`src/rtl/crtc_pkg.sv`:
```
`timescale 1ns/1ps
// Package crtc_pkg
// Shared register addresses and control-bit positions for the raster
// timing generator. Assumes a 4-bit register address space.
package crtc_pkg;

    typedef enum logic [3:0] {
        REG_H_TOTAL   = 4'd0,
        REG_H_DEND    = 4'd1,
        REG_H_BSTART  = 4'd2,
        REG_H_BEND    = 4'd3,
        REG_H_SSTART  = 4'd4,
        REG_H_SEND    = 4'd5,
        REG_V_TOTAL   = 4'd6,
        REG_V_DEND    = 4'd7,
        REG_V_BSTART  = 4'd8,
        REG_V_BEND    = 4'd9,
        REG_V_SSTART  = 4'd10,
        REG_V_SEND    = 4'd11,
        REG_CONTROL   = 4'd12
    } crtc_reg_e;

    localparam int CTL_HS_OFF  = 0;
    localparam int CTL_VS_OFF  = 1;
    localparam int CTL_SCR_OFF = 2;
    localparam int CTL_HS_LOW  = 6;
    localparam int CTL_VS_LOW  = 7;

endpackage

```
`src/rtl/crtc_regs.sv`:
```
`timescale 1ns/1ps
// Module crtc_regs
// Holds the programmed timing fields and control bits. A write takes
// effect at the clock edge where wr_en is high. Fields are cut to their
// widths. Assumes wr_data is at least as wide as the widest field.
module crtc_regs
    import crtc_pkg::*;
#(
    parameter int H_CW  = 9,
    parameter int V_CW  = 12,
    parameter int HSE_W = 5,
    parameter int HBE_W = 6,
    parameter int VSE_W = 4,
    parameter int VBE_W = 8,
    parameter int AW    = 4,
    parameter int DW    = 12
) (
    input  logic             clk,
    input  logic             rst_n,
    input  logic             wr_en,
    input  logic [AW-1:0]    wr_addr,
    input  logic [DW-1:0]    wr_data,
    output logic [H_CW-1:0]  h_total,
    output logic [H_CW-1:0]  h_dend,
    output logic [H_CW-1:0]  h_bstart,
    output logic [HBE_W-1:0] h_bend,
    output logic [H_CW-1:0]  h_sstart,
    output logic [HSE_W-1:0] h_send,
    output logic [V_CW-1:0]  v_total,
    output logic [V_CW-1:0]  v_dend,
    output logic [V_CW-1:0]  v_bstart,
    output logic [VBE_W-1:0] v_bend,
    output logic [V_CW-1:0]  v_sstart,
    output logic [VSE_W-1:0] v_send,
    output logic             hs_off,
    output logic             vs_off,
    output logic             scr_off,
    output logic             hs_low,
    output logic             vs_low
);

    // Register file: clear on reset, otherwise load the addressed field.
    always_ff @(posedge clk) begin
        if (!rst_n) begin
            h_total  <= '0;
            h_dend   <= '0;
            h_bstart <= '0;
            h_bend   <= '0;
            h_sstart <= '0;
            h_send   <= '0;
            v_total  <= '0;
            v_dend   <= '0;
            v_bstart <= '0;
            v_bend   <= '0;
            v_sstart <= '0;
            v_send   <= '0;
            hs_off   <= 1'b0;
            vs_off   <= 1'b0;
            scr_off  <= 1'b0;
            hs_low   <= 1'b0;
            vs_low   <= 1'b0;
        end else if (wr_en) begin
            case (crtc_reg_e'(wr_addr))
                REG_H_TOTAL:  h_total  <= wr_data[H_CW-1:0];
                REG_H_DEND:   h_dend   <= wr_data[H_CW-1:0];
                REG_H_BSTART: h_bstart <= wr_data[H_CW-1:0];
                REG_H_BEND:   h_bend   <= wr_data[HBE_W-1:0];
                REG_H_SSTART: h_sstart <= wr_data[H_CW-1:0];
                REG_H_SEND:   h_send   <= wr_data[HSE_W-1:0];
                REG_V_TOTAL:  v_total  <= wr_data[V_CW-1:0];
                REG_V_DEND:   v_dend   <= wr_data[V_CW-1:0];
                REG_V_BSTART: v_bstart <= wr_data[V_CW-1:0];
                REG_V_BEND:   v_bend   <= wr_data[VBE_W-1:0];
                REG_V_SSTART: v_sstart <= wr_data[V_CW-1:0];
                REG_V_SEND:   v_send   <= wr_data[VSE_W-1:0];
                REG_CONTROL: begin
                    hs_off  <= wr_data[CTL_HS_OFF];
                    vs_off  <= wr_data[CTL_VS_OFF];
                    scr_off <= wr_data[CTL_SCR_OFF];
                    hs_low  <= wr_data[CTL_HS_LOW];
                    vs_low  <= wr_data[CTL_VS_LOW];
                end
                default: ;
            endcase
        end
    end

endmodule

```
`src/rtl/crtc_axis.sv`:
```
`timescale 1ns/1ps
// Module crtc_axis
// One timing axis: a counter that advances on step and wraps once it has
// reached last, plus a sync flag and a blank flag. Each flag sets when the
// next count equals its full-width start. It clears when the low bits of
// the next count equal its short end field. Setting has priority.
// Assumes last is one bit wider than the counter, so that it cannot overflow.
module crtc_axis #(
    parameter int CW   = 9,
    parameter int SE_W = 5,
    parameter int BE_W = 6
) (
    input  logic            clk,
    input  logic            rst_n,
    input  logic            step,
    input  logic [CW:0]     last,
    input  logic [CW-1:0]   disp_end,
    input  logic [CW-1:0]   sync_start,
    input  logic [SE_W-1:0] sync_end,
    input  logic [CW-1:0]   blank_start,
    input  logic [BE_W-1:0] blank_end,
    output logic [CW-1:0]   count,
    output logic            wrap,
    output logic            sync_act,
    output logic            blank_act,
    output logic            in_disp
);

    logic [CW-1:0] nxt;

    // Wrap detection and the next count value.
    always_comb begin
        wrap = step && ({1'b0, count} >= last);
        nxt  = wrap ? '0 : count + CW'(1);
    end

    // Counter and set/clear flags, all updated on a step.
    always_ff @(posedge clk) begin
        if (!rst_n) begin
            count     <= '0;
            sync_act  <= 1'b0;
            blank_act <= 1'b0;
        end else if (step) begin
            count <= nxt;
            if (nxt == sync_start)
                sync_act <= 1'b1;
            else if (nxt[SE_W-1:0] == sync_end)
                sync_act <= 1'b0;
            if (nxt == blank_start)
                blank_act <= 1'b1;
            else if (nxt[BE_W-1:0] == blank_end)
                blank_act <= 1'b0;
        end
    end

    // Visible region of this axis.
    assign in_disp = (count <= disp_end);

    // the counter only moves on a step.
    assert_hold_R2_R3: assert property (@(posedge clk) disable iff (!rst_n)
        !step |=> $stable(count));
    // a wrap returns the counter to zero.
    assert_wrap_R2_R3: assert property (@(posedge clk) disable iff (!rst_n)
        wrap |=> (count == '0));
    // a step without a wrap adds one.
    assert_incr_R2_R3: assert property (@(posedge clk) disable iff (!rst_n)
        (step && !wrap) |=> (count == $past(count) + CW'(1)));
    // sync rises only on its start position.
    assert_sync_rise_R5_R7: assert property (@(posedge clk) disable iff (!rst_n)
        $rose(sync_act) |-> (count == $past(sync_start)));
    // sync falls only on a truncated end match, never on its start.
    assert_sync_fall_R5_R7: assert property (@(posedge clk) disable iff (!rst_n)
        $fell(sync_act) |-> ((count[SE_W-1:0] == $past(sync_end)) &&
                             (count != $past(sync_start))));
    // blank rises only on its start position.
    assert_blank_rise_R6_R8: assert property (@(posedge clk) disable iff (!rst_n)
        $rose(blank_act) |-> (count == $past(blank_start)));
    // blank falls only on a truncated end match.
    assert_blank_fall_R6_R8: assert property (@(posedge clk) disable iff (!rst_n)
        $fell(blank_act) |-> (count[BE_W-1:0] == $past(blank_end)));

endmodule

```
`src/rtl/crtc_timing_gen.sv`:
```
`timescale 1ns/1ps
// Module crtc_timing_gen
// Raster timing generator. It counts pixels in characters, characters in lines and
// lines in frames, and shapes sync, blank, display enable and retrace
// from the programmed fields. Totals are offset-encoded: a line lasts
// (field+5) characters and a frame lasts (field+2) lines.
// Assumes PIX_PER_CHAR is a power of two.
module crtc_timing_gen #(
    parameter int PIX_PER_CHAR = 8,
    parameter int H_CW         = 9,
    parameter int V_CW         = 12,
    parameter int HSE_W        = 5,
    parameter int HBE_W        = 6,
    parameter int VSE_W        = 4,
    parameter int VBE_W        = 8,
    parameter int AW           = 4,
    parameter int H_OFFSET     = 4,
    parameter int V_OFFSET     = 1
) (
    input  logic                            clk,
    input  logic                            rst_n,
    input  logic                            wr_en,
    input  logic [AW-1:0]                   wr_addr,
    input  logic [V_CW-1:0]                 wr_data,
    output logic                            hsync,
    output logic                            vsync,
    output logic                            hblank,
    output logic                            vblank,
    output logic                            disp_en,
    output logic [$clog2(PIX_PER_CHAR)-1:0] pix_idx,
    output logic [V_CW-1:0]                 line_num,
    output logic                            retrace
);

    localparam int PIX_W = $clog2(PIX_PER_CHAR);
    localparam logic [PIX_W-1:0] PIX_LAST = PIX_W'(PIX_PER_CHAR - 1);

    logic [H_CW-1:0]  h_total, h_dend, h_bstart, h_sstart;
    logic [HBE_W-1:0] h_bend;
    logic [HSE_W-1:0] h_send;
    logic [V_CW-1:0]  v_total, v_dend, v_bstart, v_sstart;
    logic [VBE_W-1:0] v_bend;
    logic [VSE_W-1:0] v_send;
    logic             hs_off, vs_off, scr_off, hs_low, vs_low;

    logic [PIX_W-1:0] pix_q;
    logic             char_step;
    logic [H_CW:0]    h_last;
    logic [V_CW:0]    v_last;
    logic [H_CW-1:0]  char_cnt;
    logic             h_wrap, v_wrap;
    logic             hs_raw, vs_raw, h_in, v_in;

    crtc_regs #(
        .H_CW(H_CW), .V_CW(V_CW), .HSE_W(HSE_W), .HBE_W(HBE_W),
        .VSE_W(VSE_W), .VBE_W(VBE_W), .AW(AW), .DW(V_CW)
    ) u_regs (
        .clk(clk), .rst_n(rst_n), .wr_en(wr_en), .wr_addr(wr_addr),
        .wr_data(wr_data),
        .h_total(h_total), .h_dend(h_dend), .h_bstart(h_bstart),
        .h_bend(h_bend), .h_sstart(h_sstart), .h_send(h_send),
        .v_total(v_total), .v_dend(v_dend), .v_bstart(v_bstart),
        .v_bend(v_bend), .v_sstart(v_sstart), .v_send(v_send),
        .hs_off(hs_off), .vs_off(vs_off), .scr_off(scr_off),
        .hs_low(hs_low), .vs_low(vs_low)
    );

    // Pixel-within-character counter; the character steps on its last pixel.
    always_ff @(posedge clk) begin
        if (!rst_n)
            pix_q <= '0;
        else
            pix_q <= char_step ? '0 : pix_q + PIX_W'(1);
    end

    // Decode the offset-encoded totals into last indices.
    always_comb begin
        char_step = (pix_q == PIX_LAST);
        h_last    = {1'b0, h_total} + (H_CW+1)'(H_OFFSET);
        v_last    = {1'b0, v_total} + (V_CW+1)'(V_OFFSET);
    end

    crtc_axis #(.CW(H_CW), .SE_W(HSE_W), .BE_W(HBE_W)) u_haxis (
        .clk(clk), .rst_n(rst_n), .step(char_step), .last(h_last),
        .disp_end(h_dend), .sync_start(h_sstart), .sync_end(h_send),
        .blank_start(h_bstart), .blank_end(h_bend),
        .count(char_cnt), .wrap(h_wrap), .sync_act(hs_raw),
        .blank_act(hblank), .in_disp(h_in)
    );

    crtc_axis #(.CW(V_CW), .SE_W(VSE_W), .BE_W(VBE_W)) u_vaxis (
        .clk(clk), .rst_n(rst_n), .step(h_wrap), .last(v_last),
        .disp_end(v_dend), .sync_start(v_sstart), .sync_end(v_send),
        .blank_start(v_bstart), .blank_end(v_bend),
        .count(line_num), .wrap(v_wrap), .sync_act(vs_raw),
        .blank_act(vblank), .in_disp(v_in)
    );

    // Output shaping: polarity, sync disables and screen-off.
    always_comb begin
        hsync   = hs_off ? hs_low : (hs_raw ^ hs_low);
        vsync   = vs_off ? vs_low : (vs_raw ^ vs_low);
        disp_en = h_in && v_in && !scr_off;
        pix_idx = pix_q;
        retrace = vs_raw;
    end

    // the pixel index returns to zero after its last value.
    assert_pix_wrap_R2: assert property (@(posedge clk) disable iff (!rst_n)
        (pix_idx == PIX_LAST) |=> (pix_idx == '0));
    // the line number only changes after the last pixel of a character.
    assert_line_edge_R3: assert property (@(posedge clk) disable iff (!rst_n)
        !$stable(line_num) |-> ($past(pix_idx) == PIX_LAST));
    // a frame wrap lands on line zero.
    assert_frame_wrap_R3: assert property (@(posedge clk) disable iff (!rst_n)
        v_wrap |=> (line_num == '0));
    // while the screen is off, the pixel counter keeps running.
    assert_screen_off_runs_R11: assert property (@(posedge clk) disable iff (!rst_n)
        scr_off |=> (pix_idx != $past(pix_idx)));

endmodule

```
`config.mk`:
```
export PLATFORM = sky130hd
export DESIGN_NAME = crtc_timing_gen
export DESIGN_NICKNAME = d
export VERILOG_FILES = /design/src/rtl/crtc_pkg.sv /design/src/rtl/crtc_regs.sv /design/src/rtl/crtc_axis.sv /design/src/rtl/crtc_timing_gen.sv
export SDC_FILE = /design/constraint.sdc
export NUM_CORES = 1
export LEC_CHECK = 0
export BUFFER_PORTS_ARGS = -buffer_cell sky130_fd_sc_hd__buf_2
export CORE_MARGIN = 2
export CORE_UTILIZATION = 55
export DETAILED_ROUTE_END_ITERATION = 8
export HOLD_SLACK_MARGIN = 0.06
export PLACE_DENSITY = 0.76
export SYNTH_ARGS = -nofsm -noshare
export SYNTH_HDL_FRONTEND = slang
export SYNTH_SLANG_ARGS = --single-unit
```
`constraint.sdc`:
```
create_clock -name clk -period 4.95 [get_ports clk]
set_input_delay 0.2475 -clock clk [delete_from_list [all_inputs] [get_ports clk]]
set_output_delay 0.2475 -clock clk [all_outputs]
set_load 0.005 [all_outputs]
```
**After elaboration in Yosys (flattened, before gate mapping)**

Index checks and enable logic that the tools add are counted.

- Magnitude comparators: 4
- Mux-type cells: 12
- Bitwise gates (word level): 3
- Equal/unequal tests: 21
- Reduce and logical (&&, ||, !) cells: 28
- $add $sub $neg: 5

Operators by type and width:

| kind | count |
|---|---|
| 2-bit AND reduction | 17 |
| 12-bit == test | 2 |
| 4-bit == test, second input constant | 5 |
| 9-bit == test | 2 |
| 4-bit by 3-bit == test with 1-bit output, second input constant | 4 |
| 12-bit by 1-bit adder with 13-bit output, second input constant | 1 |
| 12-bit by 13-bit greater-or-equal comparator with 1-bit output | 1 |
| 12-bit by 1-bit adder with 12-bit output, second input constant | 1 |
| 12-bit <= comparator | 1 |
| 12-bit two-way mux | 1 |
| 9-bit by 3-bit adder with 10-bit output, second input constant | 1 |
| 9-bit by 10-bit greater-or-equal comparator with 1-bit output | 1 |
| 1-bit two-way mux | 10 |
| 9-bit by 1-bit adder with 9-bit output, second input constant | 1 |
| 9-bit <= comparator | 1 |
| 9-bit two-way mux | 1 |
| 4-bit by 2-bit == test with 1-bit output, second input constant | 2 |
| 8-bit == test | 1 |
| 2-bit nonzero test | 4 |
| 6-bit == test | 1 |
| 5-bit == test | 1 |
| 4-bit by 1-bit == test with 1-bit output, second input constant | 1 |
| 4-bit == test | 1 |
| 1-bit logical AND | 4 |
| 7 further kinds | 8 |

- Logic and storage cells: 97
- Bits in registers: 140
- Output and inout port bits: 21
- Input bits: 19

**Depth between registers and ports, before layout**

- Depth in word-level cells: 8
- Gate-level depth with buffers: 14
- Depth with buffers taken out: 13

**Cells and area by module**

Synthesis repeated with hierarchy kept, for this count alone.

- Cells, all modules: 988
- Area, all modules: 8545.7 um^2

Modules (own cells, without submodules):

| module | cells each | instances | area an instance (um^2) | seq. area each (um^2) |
|---|---|---|---|---|
| crtc_regs | 396 | 1 | 4066.4 | 2242.2 |
| crtc_axis at u_vaxis | 302 | 1 | 2311.0 | 280.3 |
| crtc_axis at u_haxis | 229 | 1 | 1706.6 | 220.2 |
| crtc_timing_gen | 61 | 1 | 461.7 | 60.1 |

**Worst setup path before layout**

No wires, ideal clock.

- Path kind: reg2reg
- From: register u_regs.v_total[0]
- To: register u_vaxis.blank_act
- Cell stages (with the launch flop): 13
- Slack: 2.092 ns
- Setup time: 0.058 ns
- Data required time: 4.892 ns
- Arrival time: 2.800 ns
- Buffers on the path: 0
- Period minus slack after synthesis: 2.858 ns
- Cells stage by stage: dfxtp_1 > ha_1 > nand3_1 > xor2_1 > ha_1 > a21o_1 > a21o_1 > a221o_1 > a31oi_4 > nor2_2 > or4b_1 > o21ai_1 > a31o_1

- Word-level cells in the longest chain between the ends: 7
- Elaborated cells on any way between the ends: 9
- Classes of those cells: add/sub: 1; order compare: 1; eq/ne: 2; mux: 2; reduce/logical: 3

Ends and longest elaborated chain:

| what | line | RTL |
|---|---|---|
| start, declared | crtc_regs.sv:29 | `output logic [V_CW-1:0] v_total,` |
| start signal, assigned | crtc_regs.sv:70 | `REG_V_TOTAL: v_total <= wr_data[V_CW-1:0];` |
| 12-bit by 1-bit adder with 13-bit output * | crtc_timing_gen.sv:80 | `v_last = {1'b0, v_total} + (V_CW+1)'(V_OFFSET);` |
| 12-bit by 13-bit greater-or-equal comparator with 1-bit output * | crtc_axis.sv:33 | `wrap = step && ({1'b0, count} >= last);` |
| 1-bit logical AND * | crtc_axis.sv:33 |  |
| 12-bit two-way mux * | crtc_axis.sv:34 | `nxt = wrap ? '0 : count + CW'(1);` |
| 12-bit == test / 8-bit == test (equally long branches) | crtc_axis.sv:49, crtc_axis.sv:51 |  |
| 2-bit nonzero test (no line) | -- |  |
| 2-bit AND reduction (no line) | -- |  |
| end signal, assigned | crtc_axis.sv:42 | `blank_act <= 1'b0;` |
| end signal, assigned | crtc_axis.sv:50 | `blank_act <= 1'b1;` |
| end signal, assigned | crtc_axis.sv:52 | `blank_act <= 1'b0;` |
| end, declared | crtc_axis.sv:25 | `output logic blank_act,` |

Mark *: on every way between the ends. The rest lies on a longest branch, timed or not.
A chain may end at the register's enable or synchronous reset.

**Final worst setup path**

- From: register u_regs.h_total[2]
- To: register u_vaxis.blank_act

- Word-level cells in the longest chain between the ends: 8
- Elaborated cells on any way between the ends: 10
- Classes of those cells: add/sub: 1; order compare: 1; eq/ne: 2; mux: 2; reduce/logical: 4

Ends and longest elaborated chain:

| what | line | RTL |
|---|---|---|
| start, declared | crtc_regs.sv:23 | `output logic [H_CW-1:0] h_total,` |
| start signal, assigned | crtc_regs.sv:64 | `REG_H_TOTAL: h_total <= wr_data[H_CW-1:0];` |
| 9-bit by 3-bit adder with 10-bit output * | crtc_timing_gen.sv:79 | `h_last = {1'b0, h_total} + (H_CW+1)'(H_OFFSET);` |
| 9-bit by 10-bit greater-or-equal comparator with 1-bit output * | crtc_axis.sv:33 |  |
| 1-bit logical AND * | crtc_axis.sv:33 |  |
| 1-bit logical AND | crtc_axis.sv:33 |  |
| 12-bit two-way mux | crtc_axis.sv:34 |  |
| 12-bit == test / 8-bit == test (equally long branches) | crtc_axis.sv:49, crtc_axis.sv:51 |  |
| 2-bit nonzero test (no line) | -- |  |
| 2-bit AND reduction (no line) | -- |  |

Marked as above.

==> flow_summary.html <==
<table>
<tr><th>Metric</th><th>Value</th></tr>
<tr><th colspan="2">CTS</th></tr>
<tr><td>Root buffer cell</td><td>clkbuf_16</td></tr>
<tr><td>Clock-pin slew on the worst setup and hold paths</td><td>0.06 ns</td></tr>
<tr><td>CTS buffer count</td><td>17</td></tr>
<tr><td># Post-CTS Setup Buffers</td><td>0</td></tr>
<tr><td>Number of sinks handled by clock tree synthesis</td><td>140</td></tr>
<tr><td>CTS Hold Buffers Added</td><td>0</td></tr>
<tr><td>TritonCTS clock tree</td><td>built</td></tr>
<tr><td>Number of buffers on the longest clock path</td><td>2</td></tr>
<tr><td>Clock latency of the later-clocked register in the worst-skew pair</td><td>0.42 ns</td></tr>
<tr><td>PostCTS Resize Cnt</td><td>0</td></tr>
<tr><td>H-tree levels</td><td>4</td></tr>
<tr><th colspan="2">Final layout</th></tr>
<tr><td>Fraction of final layout cells with drive strength greater than 1</td><td>9.19%</td></tr>
<tr><td>Layout overhead on the synthesized area</td><td>11.3%</td></tr>
<tr><td>Area of the multi-input gates</td><td>5140 um2</td></tr>
<tr><td>Total Nets Final</td><td>1,012</td></tr>
<tr><td>Diodes inserted</td><td>0</td></tr>
<tr><td>Number of fill cells</td><td>1,218</td></tr>
<tr><td>Register area</td><td>2800 um2</td></tr>
<tr><th colspan="2">Routing</th></tr>
<tr><td>Via count of the routed design</td><td>6,842</td></tr>
<tr><td>Final Routed Wirelength</td><td>21.0 mm</td></tr>
<tr><td>Remaining antenna violation count</td><td>0</td></tr>
<tr><td>DRC viols</td><td>0</td></tr>
<tr><td>Met1 WL</td><td>10.3 mm</td></tr>
<tr><td>Router iterations before antenna repair</td><td>5</td></tr>
<tr><td>Detailed-route vias per instance</td><td>5.99</td></tr>
<tr><td>Detailed Route Iter0 Violations</td><td>430</td></tr>
<tr><td>Metal2 WL</td><td>9.22 mm</td></tr>
<tr><td>Uppermost layer routed</td><td>met4</td></tr>
<tr><td>Met3 routed wirelength</td><td>1.13 mm</td></tr>
<tr><td>Per-cell routed wire length</td><td>18.4 um</td></tr>
<tr><th colspan="2">Critical path</th></tr>
<tr><td>Endpoint kind of the worst setup timing path</td><td>register</td></tr>
<tr><td>Maximum net fanout on the critical path</td><td>14</td></tr>
<tr><td>Number of cells traversed by the worst register-to-register path</td><td>12</td></tr>
<tr><td>Type of the worst setup path</td><td>reg -&gt; reg</td></tr>
<tr><td>Reg2Reg Capture Point</td><td>u_vaxis.blank_act</td></tr>
<tr><td>Startpoint of the worst register-to-register path</td><td>u_regs.h_total[2]</td></tr>
<tr><td>Worst endpoint required time</td><td>5.27 ns</td></tr>
<tr><td>Data arrival at the endpoint of the critical path</td><td>3.85 ns</td></tr>
<tr><td>Worst setup slack for register-to-register paths</td><td>1.42 ns</td></tr>
<tr><td>Critical Path Source Type</td><td>register</td></tr>
<tr><th colspan="2">Flow run</th></tr>
<tr><td>Max-cap violation count</td><td>0</td></tr>
<tr><th colspan="2">Hold path</th></tr>
<tr><td>Hold EP</td><td>u_regs.v_bstart[11]</td></tr>
<tr><td>Class of the tightest hold or removal check</td><td>in -&gt; reg</td></tr>
<tr><td>Origin of the worst min-delay path</td><td>wr_data[11]</td></tr>
<tr><td>Hold-critical path depth</td><td>3</td></tr>
<tr><th colspan="2">Synth</th></tr>
<tr><td>Count of different cell masters after synthesis</td><td>65</td></tr>
<tr><td>Count of flip-flops with a built-in enable after synthesis</td><td>0</td></tr>
<tr><td>Synthesized Nets</td><td>998</td></tr>
<tr><td>Syn avg cell area</td><td>8.87 um2</td></tr>
<tr><td>Sequential share of the synthesized area</td><td>33.9%</td></tr>
<tr><td>Post-Synthesis Cells</td><td>931</td></tr>
<tr><td>Count leader, synth</td><td>dfxtp_1</td></tr>
<tr><td>Synth area leader</td><td>dfxtp_1</td></tr>
<tr><td>Post-synth top area share</td><td>33.9%</td></tr>
<tr><td>Synthesized flop and latch total</td><td>140</td></tr>
<tr><td>Number of synthesis warnings</td><td>0</td></tr>
<tr><td>Main flop type after synthesis</td><td>dfxtp_1</td></tr>
<tr><td>Cell types occupying the most area after synthesis</td><td>dfxtp_1 34%, mux2i_1 13%, nor2b_1 9.2%</td></tr>
<tr><td>Synthesized cell area</td><td>8260 um2</td></tr>
<tr><td>Fraction of registers with async set/reset</td><td>0%</td></tr>
<tr><td>Post-synth top cells</td><td>140 x dfxtp_1, 122 x nor2b_1, 106 x mux2i_1</td></tr>
<tr><th colspan="2">STA</th></tr>
<tr><td>Period utilization</td><td>71.3%</td></tr>
<tr><td>Final Hold Viols</td><td>0</td></tr>
<tr><td>Minimum period implied by the final worst setup slack</td><td>3.53 ns</td></tr>
<tr><td>RSZ-0062 raised after global routing</td><td>no</td></tr>
<tr><td>Final-report setup violation count</td><td>0</td></tr>
<tr><td>Worst-case headroom to the max-slew limit</td><td>41.1%</td></tr>
<tr><td>Worst-margin pin slew</td><td>0.883 ns</td></tr>
<tr><td>Slew Viols, Final</td><td>0</td></tr>
<tr><td>Setup Skew</td><td>0.00601 ns</td></tr>
<tr><td>Maximum operating frequency</td><td>284 MHz</td></tr>
<tr><td>Final sum of negative setup slack</td><td>0 ns</td></tr>
<tr><td>Hold_ws</td><td>0.144 ns</td></tr>
<tr><th colspan="2">Power and ir drop</th></tr>
<tr><td>Max IR drop VDD</td><td>268 uV</td></tr>
<tr><td>Leakage power of the design</td><td>3.55 nW</td></tr>
<tr><td>Switching share of power</td><td>21.9%</td></tr>
<tr><td>Sequential Power Share</td><td>43.0%</td></tr>
<tr><td>Power per unit of standard cell area</td><td>292 nW/um2</td></tr>
<tr><td>Combinational Power Share</td><td>5.3%</td></tr>
<tr><td>Total net switching power</td><td>0.587 mW</td></tr>
<tr><td>Internal power component</td><td>2.10 mW</td></tr>
<tr><td>Share of power burned in the clock network</td><td>51.7%</td></tr>
<tr><th colspan="2">Floorplan</th></tr>
<tr><td>Full die area</td><td>16,000 um2</td></tr>
<tr><td>X dimension of the die</td><td>127 um</td></tr>
<tr><td>Die boundary height</td><td>127 um</td></tr>
<tr><td>Count of pins on the block boundary</td><td>40</td></tr>
<tr><td>Starting Density</td><td>56.6%</td></tr>
<tr><td>Core area</td><td>14,600 um2</td></tr>
<tr><td>Number of placement rows</td><td>44</td></tr>
<tr><th colspan="2">GRT</th></tr>
<tr><td>Global route overflow</td><td>0</td></tr>
<tr><td>Largest net degree at the start of global routing</td><td>109</td></tr>
<tr><td>Initial antenna violation count</td><td>0</td></tr>
<tr><td>Number of global-route vias before repair</td><td>6,378</td></tr>
<tr><td>First-pass GRT wire length</td><td>34.3 mm</td></tr>
<tr><td>Total track usage</td><td>26.9%</td></tr>
<tr><th colspan="2">Placed design</th></tr>
<tr><td>Estimated wirelength of the detail-placed design</td><td>14.2 mm</td></tr>
<tr><td>Final Wtd Congestion</td><td>0.879</td></tr>
<tr><td>Port buffer count</td><td>39</td></tr>
<tr><th colspan="2">Outcome</th></tr>
<tr><td>Run status</td><td>completed</td></tr>
</table>
stage by stage:
step	power (mW)	instances	setup slack (ns)	instance area, um2	util, %
floorplan	1.27	931	2.09	8260	-
global placement	1.32	1110	1.67	8540	58.6
detailed placement	1.32	1110	1.56	8540	58.6
CTS	2.69	1142	1.50	9190	63.0
global route	2.77	1142	1.20	9190	63.0
finish	2.68	1142	1.42	9190	63.0
worst max-delay path: stages (launching register included):
cell,delay [ns]
dfxtp_1,0.43
ha_1,0.26
nand3_1,0.11
xor2_1,0.16
ha_1,0.31
o21a_1,0.13
a21oi_1,0.07
a311oi_1,0.42
o21ai_2,0.32
nor3_1,0.64
mux2i_1,0.29
a31oi_1,0.11
a31o_1,0.18
cells in the final DEF (no fill, tap or decap), types with 13 or more instances in the layout:
master / n
dfxtp_1: 140
ha_1: 48
mux2i_1: 106
a21oi_1: 36
buf_2: 38
o21ai_0: 21
xnor2_1: 21
nor2_1: 36
clkbuf_16: 17
inv_1: 30
xor2_1: 30
nand3_1: 22
nand4_1: 13
a21boi_0: 15
nor2b_1: 122
nor3_1: 23
nand2_1: 67
cell type report:
type / instances / area share (%)
clock inverter: 10 / 1.76
multi-input combinational: 709 / 55.9
clock buffer: 22 / 5.27
tap: 184 / 2.51
timing repair buffer: 47 / 2.81
sequential: 140 / 30.5
inverter: 30 / 1.23
cells by family after synthesis:
| kind of cell | count (synthesis) | share of synthesized area (%) |
|---|---|---|
| AND/OR/NAND/NOR | 343 | 22.8 |
| multiplexers | 107 | 13.0 |
| AO/OA/AOI/OAI | 157 | 13.1 |
| flip-flops | 140 | 33.9 |
| adder cells (fa/ha/maj) | 48 | 7.27 |
| XOR/XNOR | 54 | 6.00 |
| buffers and inverters | 82 | 3.83 |
registers in the layout (all words and copies together) (netlist names), 12 cells and up:
signal and cells:
u_regs.v_bstart 12, u_regs.v_dend 12, u_regs.v_sstart 12, u_regs.v_total 12, u_vaxis.count 12
how the worst max path moves through the flow:
stage                            from                end  slack [ns]  depth (start not counted)
global placement    u_regs.h_total[2]  u_vaxis.blank_act        1.67                         12
CTS                 u_regs.h_total[2]  u_vaxis.blank_act        1.50                         12
global route        u_regs.h_total[2]  u_vaxis.blank_act        1.20                         12
detailed placement  u_regs.h_total[2]  u_vaxis.blank_act        1.56                         12
finish              u_regs.h_total[2]  u_vaxis.blank_act        1.42                         12
floorplan           u_regs.v_total[0]  u_vaxis.blank_act        2.09                         12
metal layers:
metal / vias up / GRT usage (%)
met3: 35 / 4.93
met5: - / 0
met4: 0 / 9.50
met1: 3280 / 39.0
met2: 203 / 40.2
li1: 3324 / -
power groups by stage:
stage	logic [mW]	registers (mW)	clock network (mW)
after floorplan	0.0936	1.17	0
after global placement	0.139	1.18	0
after detailed placement	0.140	1.18	0
after CTS	0.141	1.15	1.40
after global routing	0.154	1.16	1.46
final	0.142	1.15	1.39
Note: power is estimated with default switching activity, not from simulation.
